[config.mk]
export PLATFORM = sky130hd
export DESIGN_NAME = mbx_tx_frame
export DESIGN_NICKNAME = d
export VERILOG_FILES = /design/src/rtl/mbx_tx_pkg.sv /design/src/rtl/mbx_tx_window.sv /design/src/rtl/mbx_tx_rdmux.sv /design/src/rtl/mbx_tx_frame.sv
export SDC_FILE = /design/constraint.sdc
export NUM_CORES = 2
export LEC_CHECK = 0
export ABC_CLOCK_PERIOD_IN_PS = 4300
export BUFFER_PORTS_ARGS = -buffer_cell sky130_fd_sc_hd__buf_4
export CELL_PAD_IN_SITES_DETAIL_PLACEMENT = 0
export CELL_PAD_IN_SITES_GLOBAL_PLACEMENT = 1
export CORE_AREA = 5 5 548 550
export CTS_BUF_LIST = sky130_fd_sc_hd__clkbuf_8
export CTS_CLUSTER_DIAMETER = 100
export DETAILED_ROUTE_END_ITERATION = 10
export DIE_AREA = 0 0 553 555
export PLACE_DENSITY_LB_ADDON = 0.1
export SYNTH_ARGS = -nofsm -noshare
export SYNTH_HDL_FRONTEND = slang
export SYNTH_SLANG_ARGS = --single-unit
[constraint.sdc]
create_clock -name clk -period 4.3 [get_ports clk]
set_clock_uncertainty 0.05 [all_clocks]
set_input_delay 0.86 -clock clk [delete_from_list [all_inputs] [get_ports clk]]
set_output_delay 0.86 -clock clk [all_outputs]
set_load 0.02 [all_outputs]
[src/rtl/mbx_tx_pkg.sv]
package mbx_tx_pkg;
    localparam int WORD_W  = 32;
    localparam int ADDR_W  = 12;
    localparam int MAX_WIN = 124;
    localparam int IDX_W   = 7;

    // word offsets inside a window (addr[4:2])
    localparam logic [2:0] WO_STAT = 3'd0;
    localparam logic [2:0] WO_SET  = 3'd3;
    localparam logic [2:0] WO_IST  = 3'd4;
    localparam logic [2:0] WO_ICLR = 3'd5;
    localparam logic [2:0] WO_IEN  = 3'd6;

    // frame-level byte addresses
    localparam logic [ADDR_W-1:0] FA_WIN_END = 12'hF80;
    localparam logic [ADDR_W-1:0] FA_CFG     = 12'hF80;
    localparam logic [ADDR_W-1:0] FA_REQ     = 12'hF88;
    localparam logic [ADDR_W-1:0] FA_RDY     = 12'hF8C;
    localparam logic [ADDR_W-1:0] FA_FEN     = 12'hFA0;
    localparam logic [ADDR_W-1:0] FA_CMB0    = 12'hFB0;
    localparam logic [ADDR_W-1:0] FA_CMB1    = 12'hFB4;
    localparam logic [ADDR_W-1:0] FA_CMB2    = 12'hFB8;
    localparam logic [ADDR_W-1:0] FA_CMB3    = 12'hFBC;
    localparam logic [ADDR_W-1:0] FA_AID     = 12'hFCC;

    typedef struct packed {
        logic [WORD_W-1:0] stat;
        logic              ist;
        logic              ien;
    } win_state_t;

    typedef struct packed {
        logic [WORD_W-1:0] rdata;
        logic              wake;
        logic              cmb_en;
    } frame_state_t;
endpackage

[src/rtl/mbx_tx_window.sv]
module mbx_tx_window
    import mbx_tx_pkg::*;
(
    input  logic              clk,
    input  logic              rst_n,
    input  logic              set_we,
    input  logic [WORD_W-1:0] set_mask,
    input  logic              ien_we,
    input  logic              ien_val,
    input  logic              iclr_we,
    input  logic              rx_clr,
    output logic [WORD_W-1:0] stat,
    output logic              ist,
    output logic              ien
);
    win_state_t cur_q, nxt_d;
    logic       drain_d;

    always_comb begin
        nxt_d      = cur_q;
        nxt_d.stat = (rx_clr ? '0 : cur_q.stat) | (set_we ? set_mask : '0);
        drain_d    = (cur_q.stat != '0) && (nxt_d.stat == '0) && cur_q.ien;
        if (ien_we)
            nxt_d.ien = ien_val;
        if (iclr_we)
            nxt_d.ist = 1'b0;
        if (drain_d)
            nxt_d.ist = 1'b1;
    end

    always_ff @(posedge clk or negedge rst_n) begin
        if (!rst_n)
            cur_q <= '0;
        else
            cur_q <= nxt_d;
    end

    assign stat = cur_q.stat;
    assign ist  = cur_q.ist;
    assign ien  = cur_q.ien;

    // without a drain strobe no status bit is ever lost
    assert_set_keeps_bits_R2: assert property (@(posedge clk) disable iff (!rst_n)
        !rx_clr |=> ((stat & $past(stat)) == $past(stat)));
    // after a drain the word holds only what was set in that cycle
    assert_clear_zeroes_R3: assert property (@(posedge clk) disable iff (!rst_n)
        rx_clr |=> (stat == (($past(set_we)) ? $past(set_mask) : '0)));
    // interrupt rises only on an enabled nonzero-to-zero drain
    assert_ist_cause_R4: assert property (@(posedge clk) disable iff (!rst_n)
        (ist && !$past(ist)) |-> ($past(ien) && ($past(stat) != '0) && (stat == '0)));
    // a clear with no drain leaves the interrupt low
    assert_ist_clear_R5: assert property (@(posedge clk) disable iff (!rst_n)
        (iclr_we && !drain_d) |=> !ist);
endmodule

[src/rtl/mbx_tx_rdmux.sv]
module mbx_tx_rdmux
    import mbx_tx_pkg::*;
#(
    parameter int NUM_WIN   = 40,
    parameter int MINOR_REV = 1,
    parameter int MAJOR_REV = 1
) (
    input  logic [ADDR_W-1:0]              addr,
    input  logic [NUM_WIN-1:0][WORD_W-1:0] stat,
    input  logic [NUM_WIN-1:0]             ist,
    input  logic [NUM_WIN-1:0]             ien,
    input  logic                           wake,
    input  logic                           grant,
    input  logic                           cmb_en,
    output logic [WORD_W-1:0]              rd_val
);
    localparam int CMB_BITS = 4 * WORD_W;

    logic [IDX_W-1:0]    widx;
    logic                in_win;
    logic [WORD_W-1:0]   stat_sel;
    logic                ist_sel;
    logic                ien_sel;
    logic [CMB_BITS-1:0] cmb_vec;

    always_comb begin
        widx     = addr[ADDR_W-1:5];
        in_win   = (addr < FA_WIN_END) && (int'(widx) < NUM_WIN);
        stat_sel = '0;
        ist_sel  = 1'b0;
        ien_sel  = 1'b0;
        for (int i = 0; i < NUM_WIN; i++) begin
            if (widx == IDX_W'(i)) begin
                stat_sel = stat[i];
                ist_sel  = ist[i];
                ien_sel  = ien[i];
            end
        end
        cmb_vec              = '0;
        cmb_vec[NUM_WIN-1:0] = ist;

        rd_val = '0;
        if (addr[1:0] == 2'b00) begin
            if (in_win) begin
                case (addr[4:2])
                    WO_STAT: rd_val = stat_sel;
                    WO_IST:  rd_val = {{(WORD_W-1){1'b0}}, ist_sel};
                    WO_IEN:  rd_val = {{(WORD_W-1){1'b0}}, ien_sel};
                    default: rd_val = '0;
                endcase
            end else begin
                case (addr)
                    FA_CFG:  rd_val = {{(WORD_W-7){1'b0}}, 7'(NUM_WIN)};
                    FA_REQ:  rd_val = {{(WORD_W-1){1'b0}}, wake};
                    FA_RDY:  rd_val = {{(WORD_W-1){1'b0}}, grant};
                    FA_FEN:  rd_val = {{(WORD_W-3){1'b0}}, cmb_en, 2'b00};
                    FA_CMB0: rd_val = cmb_vec[0*WORD_W +: WORD_W];
                    FA_CMB1: rd_val = cmb_vec[1*WORD_W +: WORD_W];
                    FA_CMB2: rd_val = cmb_vec[2*WORD_W +: WORD_W];
                    FA_CMB3: rd_val = cmb_vec[3*WORD_W +: WORD_W];
                    FA_AID:  rd_val = {{(WORD_W-8){1'b0}}, 4'(MAJOR_REV), 4'(MINOR_REV)};
                    default: rd_val = '0;
                endcase
            end
        end
    end
endmodule

[src/rtl/mbx_tx_frame.sv]
module mbx_tx_frame
    import mbx_tx_pkg::*;
#(
    parameter int NUM_WIN   = 40,
    parameter int MINOR_REV = 1,
    parameter int MAJOR_REV = 1
) (
    input  logic                      clk,
    input  logic                      rst_n,
    input  logic                      wr_en,
    input  logic                      rd_en,
    input  logic [11:0]               addr,
    input  logic [31:0]               wdata,
    output logic [31:0]               rdata,
    input  logic [NUM_WIN-1:0]        rx_clr,
    input  logic                      rx_grant,
    output logic [32*NUM_WIN-1:0]     win_status,
    output logic                      wake_req,
    output logic                      irq
);
    localparam int STAT_BITS = WORD_W * NUM_WIN;

    logic [NUM_WIN-1:0][WORD_W-1:0] stat_w;
    logic [NUM_WIN-1:0]             ist_w;
    logic [NUM_WIN-1:0]             ien_w;
    logic [WORD_W-1:0]              rd_val;
    logic                           wr_ok;
    logic                           win_range;
    frame_state_t                   cur_q, nxt_d;

    assign wr_ok     = wr_en && (addr[1:0] == 2'b00);
    assign win_range = (addr < FA_WIN_END);

    generate
        for (genvar i = 0; i < NUM_WIN; i++) begin : g_win
            logic hit;
            assign hit = wr_ok && win_range && (addr[ADDR_W-1:5] == IDX_W'(i));
            mbx_tx_window u_win (
                .clk      (clk),
                .rst_n    (rst_n),
                .set_we   (hit && (addr[4:2] == WO_SET)),
                .set_mask (wdata),
                .ien_we   (hit && (addr[4:2] == WO_IEN)),
                .ien_val  (wdata[0]),
                .iclr_we  (hit && (addr[4:2] == WO_ICLR) && wdata[0]),
                .rx_clr   (rx_clr[i]),
                .stat     (stat_w[i]),
                .ist      (ist_w[i]),
                .ien      (ien_w[i])
            );
        end
    endgenerate

    mbx_tx_rdmux #(
        .NUM_WIN   (NUM_WIN),
        .MINOR_REV (MINOR_REV),
        .MAJOR_REV (MAJOR_REV)
    ) u_rdmux (
        .addr   (addr),
        .stat   (stat_w),
        .ist    (ist_w),
        .ien    (ien_w),
        .wake   (cur_q.wake),
        .grant  (rx_grant),
        .cmb_en (cur_q.cmb_en),
        .rd_val (rd_val)
    );

    always_comb begin
        nxt_d       = cur_q;
        nxt_d.rdata = rd_en ? rd_val : '0;
        if (wr_ok && (addr == FA_REQ))
            nxt_d.wake = wdata[0];
        if (wr_ok && (addr == FA_FEN))
            nxt_d.cmb_en = wdata[2];
    end

    always_ff @(posedge clk or negedge rst_n) begin
        if (!rst_n)
            cur_q <= '0;
        else
            cur_q <= nxt_d;
    end

    assign rdata      = cur_q.rdata;
    assign wake_req   = cur_q.wake;
    assign win_status = STAT_BITS'(stat_w);
    assign irq        = cur_q.cmb_en && (ist_w != '0);

    // a request write lands on the wake output one cycle later
    assert_wake_follows_R9: assert property (@(posedge clk) disable iff (!rst_n)
        (wr_en && (addr == FA_REQ)) |=> (wake_req == $past(wdata[0])));
    // no read strobe, no read data
    assert_rdata_idle_R11: assert property (@(posedge clk) disable iff (!rst_n)
        !rd_en |=> (rdata == '0));
    // turning the combined enable off silences the interrupt
    assert_irq_masked_R7: assert property (@(posedge clk) disable iff (!rst_n)
        (wr_en && (addr == FA_FEN) && !wdata[2]) |=> !irq);
endmodule

== After elaboration in Yosys (flattened, before gate mapping) ==
Cells that the tools add are included.

* Register bits after elaboration: 1394
* Input port bits: 89
* Output and inout port bits: 1314
* Logic and storage cells: 910

* Order comparisons: 2
* Equality and inequality tests: 50
* Mux-type cells: 285
* Bitwise logic cells: 40
* Reduce and logical (&&, ||, !) cells: 410

{| class="wikitable"
|+ Operators with widths
! operator !! number
|-
| $mux 32 || 123
|-
| $logic_not 32->1 || 40
|-
| $or 32x32->32 || 40
|-
| $reduce_bool 32->1 || 40
|-
| $logic_and 1x1->1 || 286
|-
| $pmux 32 s7 || 1
|-
| $mux 1 || 160
|-
| $eq 7x5->1 const B || 16
|-
| $pmux 32 s3 || 1
|-
| $eq 12x12->1 const B || 7
|-
| $reduce_bool 2->1 || 40
|-
| $eq 7x4->1 const B || 8
|-
| $eq 7x6->1 const B || 8
|-
| $reduce_bool 40->1 || 1
|-
| $eq 7x3->1 const B || 4
|-
| $eq 7x2->1 const B || 2
|-
| $lt 12x12->1 const B || 1
|-
| $eq 3x3->1 const B || 3
|-
| $eq 7x1->1 const B || 1
|-
| $logic_not 7->1 || 1
|-
| $lt 7x6->1 const B || 1
|-
| $eq 3x2->1 const B || 1
|-
| $logic_not 3->1 || 1
|-
| $logic_not 2->1 || 1
|}

== Longest topological paths before layout ==
* Depth after elaboration: 45
* Mapped depth: 13
* Gate-level depth less buffers: 8

== Cells and area by module ==
Synthesis repeated with hierarchy kept, for this count alone.

* Cells, all modules: 8611
* Area total of the unflattened synthesis: 72627.2 um2

{| class="wikitable"
|+ Modules (own cells, without submodules)
! module !! times used !! cells an instance !! area each (um2) !! sequential area each (um2)
|-
| mbx_tx_window || 40 || 161 || 1443.9 || 850.8
|-
| mbx_tx_rdmux || 1 || 1850 || 12507.0 || 0.0
|-
| mbx_tx_frame || 1 || 321 || 2364.8 || 850.8
|}

== Worst setup path after synthesis ==
OpenSTA, ideal clock, no wires.

* Kind: in2reg
* Start point: input addr[5]
* End point: register cur_q (netlist bit rdata[14])
* Setup time: 0.111 ns
* Arrival time: 2.857 ns
* Required time: 4.139 ns
* Path slack: 1.281 ns
* Stages on the path: 9
* Buffers on the path: 3
* Cells stage by stage: buf_2 buf_2 or4_1 nor2_1 buf_2 a221oi_1 a31oi_1 o21ai_1 a2111oi_2

{| class="wikitable"
|+ RTL lines
! item !! line !! RTL
|-
| start, declared || mbx_tx_frame.sv:12 || <nowiki>input logic [11:0] addr,</nowiki>
|-
| end signal, assigned || mbx_tx_frame.sv:82 || <nowiki>cur_q <= nxt_d;</nowiki>
|-
| end, declared || mbx_tx_frame.sv:29 || <nowiki>frame_state_t cur_q, nxt_d;</nowiki>
|}

==> out/qor.yml <==
finalSetupViolCount: 2
setup-tns-final_ps: -271
syn_avg_cell_area_um2: 8.49
highest_layer: "met5"
tightest_slew_ps: 1570
start_kind: "input port"
regToRegStartpoint: "g_win[33].u_win.stat[21]"
drtIter0Drc: 13200
worstPathMaxFanout: 28
synth_area_leader_cell: "dfrtp_1"
dp_worst_setup_slack_ps: -1050
cellPowerDensity_nw_per_um2: 322
drive_above_1_share: 0.266
violations: "capacitance limit, slew limit, setup timing"
synth-edff-count: 0
cts.sinks: 1394
syn-cell-area_um2: 69400
synthDominantCellAreaShare: 0.503
ys_seq_elements: 1394
reg2regPathDepth: 6
gp_congestion: 1.03
finalNonFillerCells: 14200
dpl.cell_count: 13600
wl_um: 715000
peakVddDrop_v: 0.000185
async_flop_share: 1.00
status: "complete, but fails checks"
syn-instance-count: 8171
period_needed_ps: 4570
die_h_um: 555
drc: 0
die_w_um: 553
worstPathArrival_ps: 5430
yosysWarnings: 0
cts_tree: "done"
clockBufferDepth: 4
coreArea_um2: 295000
maxSlewViolCount: 2
hold_depth: 2
finalCritPeriodShare: 1.06
slew_headroom: -0.0729
cts_made_buffers: 292
grt_pass1_wl_um: 907000
synth_cell_type_count: 86
num_rows: 200
h-tree-depth: 5
fin_ws_ps: -266
clock_latency_ps: 1100
wl_met1_um: 285000
ios: 1403
cts_root_buffer: "clkbuf_8"
track_usage: 0.447
grt_pass1_vias: 79500
die_area_um2: 307000
viasPerCell: 5.93
antenna_found_initial: 99
hold_violations: 0
yosysSeqAreaShare: 0.503
hold_end: "g_win[10].u_win.stat[11]"
cts_setup_buffers: 0
critPathCaptureType: "flip-flop"
r2r_end: "rdata[21]"
dp_hpwl_um: 564000
fmax_mhz: 219
leakagePower_nw: 42.4
ant_nets: 0
grt-ovfl-total: 0
maxCapViolations: 1
grt_start_max_net_pins: 106
met3_length_um: 65300
ys.flop_type: "dfrtp_1"
syn-num-nets: 8260
fin_nets: 10100
total_power_mw: 30.6
rsz0062_at_grt: "no"
routedWlPerCell_um: 50.4
min_from: "rx_clr[10]"
synth_area_leaders: "dfrtp_1 (50%), o21ai_0 (10%), nand2_1 (7.5%)"
r2r_setup_slack_ps: 340
initial_core_util: 0.235
path_class: "in2reg"
hold_path.class: "in2reg"
wl_met2_um: 317000
synthToLayoutAreaGrowth_pct: 37.2
port_buffers: 1402
num-fill-cells: 31400
drt_first_pass_iters: 9
crit_required_ps: 5170
vias: 84200
clkTransAtPathRegs_ps: 60
cell usage after synthesis, types with 127 or more instances:
master    number
o21ai_0     1419
nor4_1       277
a21oi_1      179
inv_1       1167
dfrtp_1     1394
a22oi_1      142
buf_2        127
a22o_1       130
a221oi_1     138
nor2_1       228
clkbuf_1     410
nand2_1     1383
where the power goes:
group / internal [mW] / switching, mW
clock network: 7.75 / 7.23
registers: 13.1 / 0.0145
logic: 0.454 / 2.05
stage by stage:
stage / hold slack, ps / cell area, um^2 / util
detailed placement: 473 / 89200 / 0.302
CTS: 51.7 / 95100 / 0.322
finish: 127 / 95200 / 0.322
floorplan: 425 / 69400 / -
global route: 108 / 95100 / 0.322
global placement: 498 / 89200 / 0.302
layout by cell type (no fill, tap or decap), types with 138 or more instances in the layout:
cell      synthesis  layout
o21ai_0        1419    1419
clkbuf_8          0     360
buf_4            14    2093
inv_1          1167    1277
nand2_1        1383    1383
dfrtp_1        1394    1393
nor4_1          277     272
a22oi_1         142     142
a221oi_1        138     138
a21oi_1         179     179
nor2_1          228     169
timing repair:
item	CTS	global route
resized for setup	8	0
hold endpoints to repair	51	0
setup endpoints to repair	1	0
hold buffers	1	0
registers in the layout, summed over array words and instances (netlist names):
name              cells
cur_q                 1
g_win.u_win.ien      40
g_win.u_win.ist      40
g_win.u_win.stat   1280
rdata                32
wake_req              1
cells by family after synthesis:
family / share of synthesized area
simple gates: 0.148
mux: 0.0159
flops: 0.503
buf+inv: 0.102
compound gates: 0.231
worst max-delay path by stage:
stage / startpoint / slack [ps] / endpoint / cells past startpoint
after floorplan: addr[5] / 1280 / rdata[14] / 9
after global placement: addr[7] / -1040 / rdata[21] / 10
after detailed placement: addr[7] / -1050 / rdata[21] / 10
after global routing: g_win[26].u_win.ist / 40 / irq / 4
final: addr[7] / -270 / rdata[21] / 10
after CTS: g_win[11].u_win.ist / 0.06 / irq / 4
area by class of cell:
cell class / instances / area [um^2] / area share
diodes: 40 / 100 / 0.00105
clock buffers: 359 / 4940 / 0.0519
clock inverters: 150 / 876 / 0.00920
inverters: 1175 / 4410 / 0.0463
multi-input cells: 4961 / 27800 / 0.292
flip-flops and latches: 1394 / 34900 / 0.367
well taps: 3939 / 4930 / 0.0518
repair buffers: 2170 / 17200 / 0.181
metal layers:
metal / GRT usage / up-vias
met5: 0 / -
li1: - / 32100
met2: 0.696 / 6341
met3: 0.111 / 1352
met1: 0.571 / 44300
met4: 0.242 / 44
critical path, cell delays in order:
cell and delay [ps]:
buf_4 420, nor4_4 160, buf_4 290, nand2_1 160, buf_4 290, o22ai_1 280
a221oi_1 830, nand4_1 620, nor4_1 1220, o22ai_1 230
(Power assumes the default switching activity.)
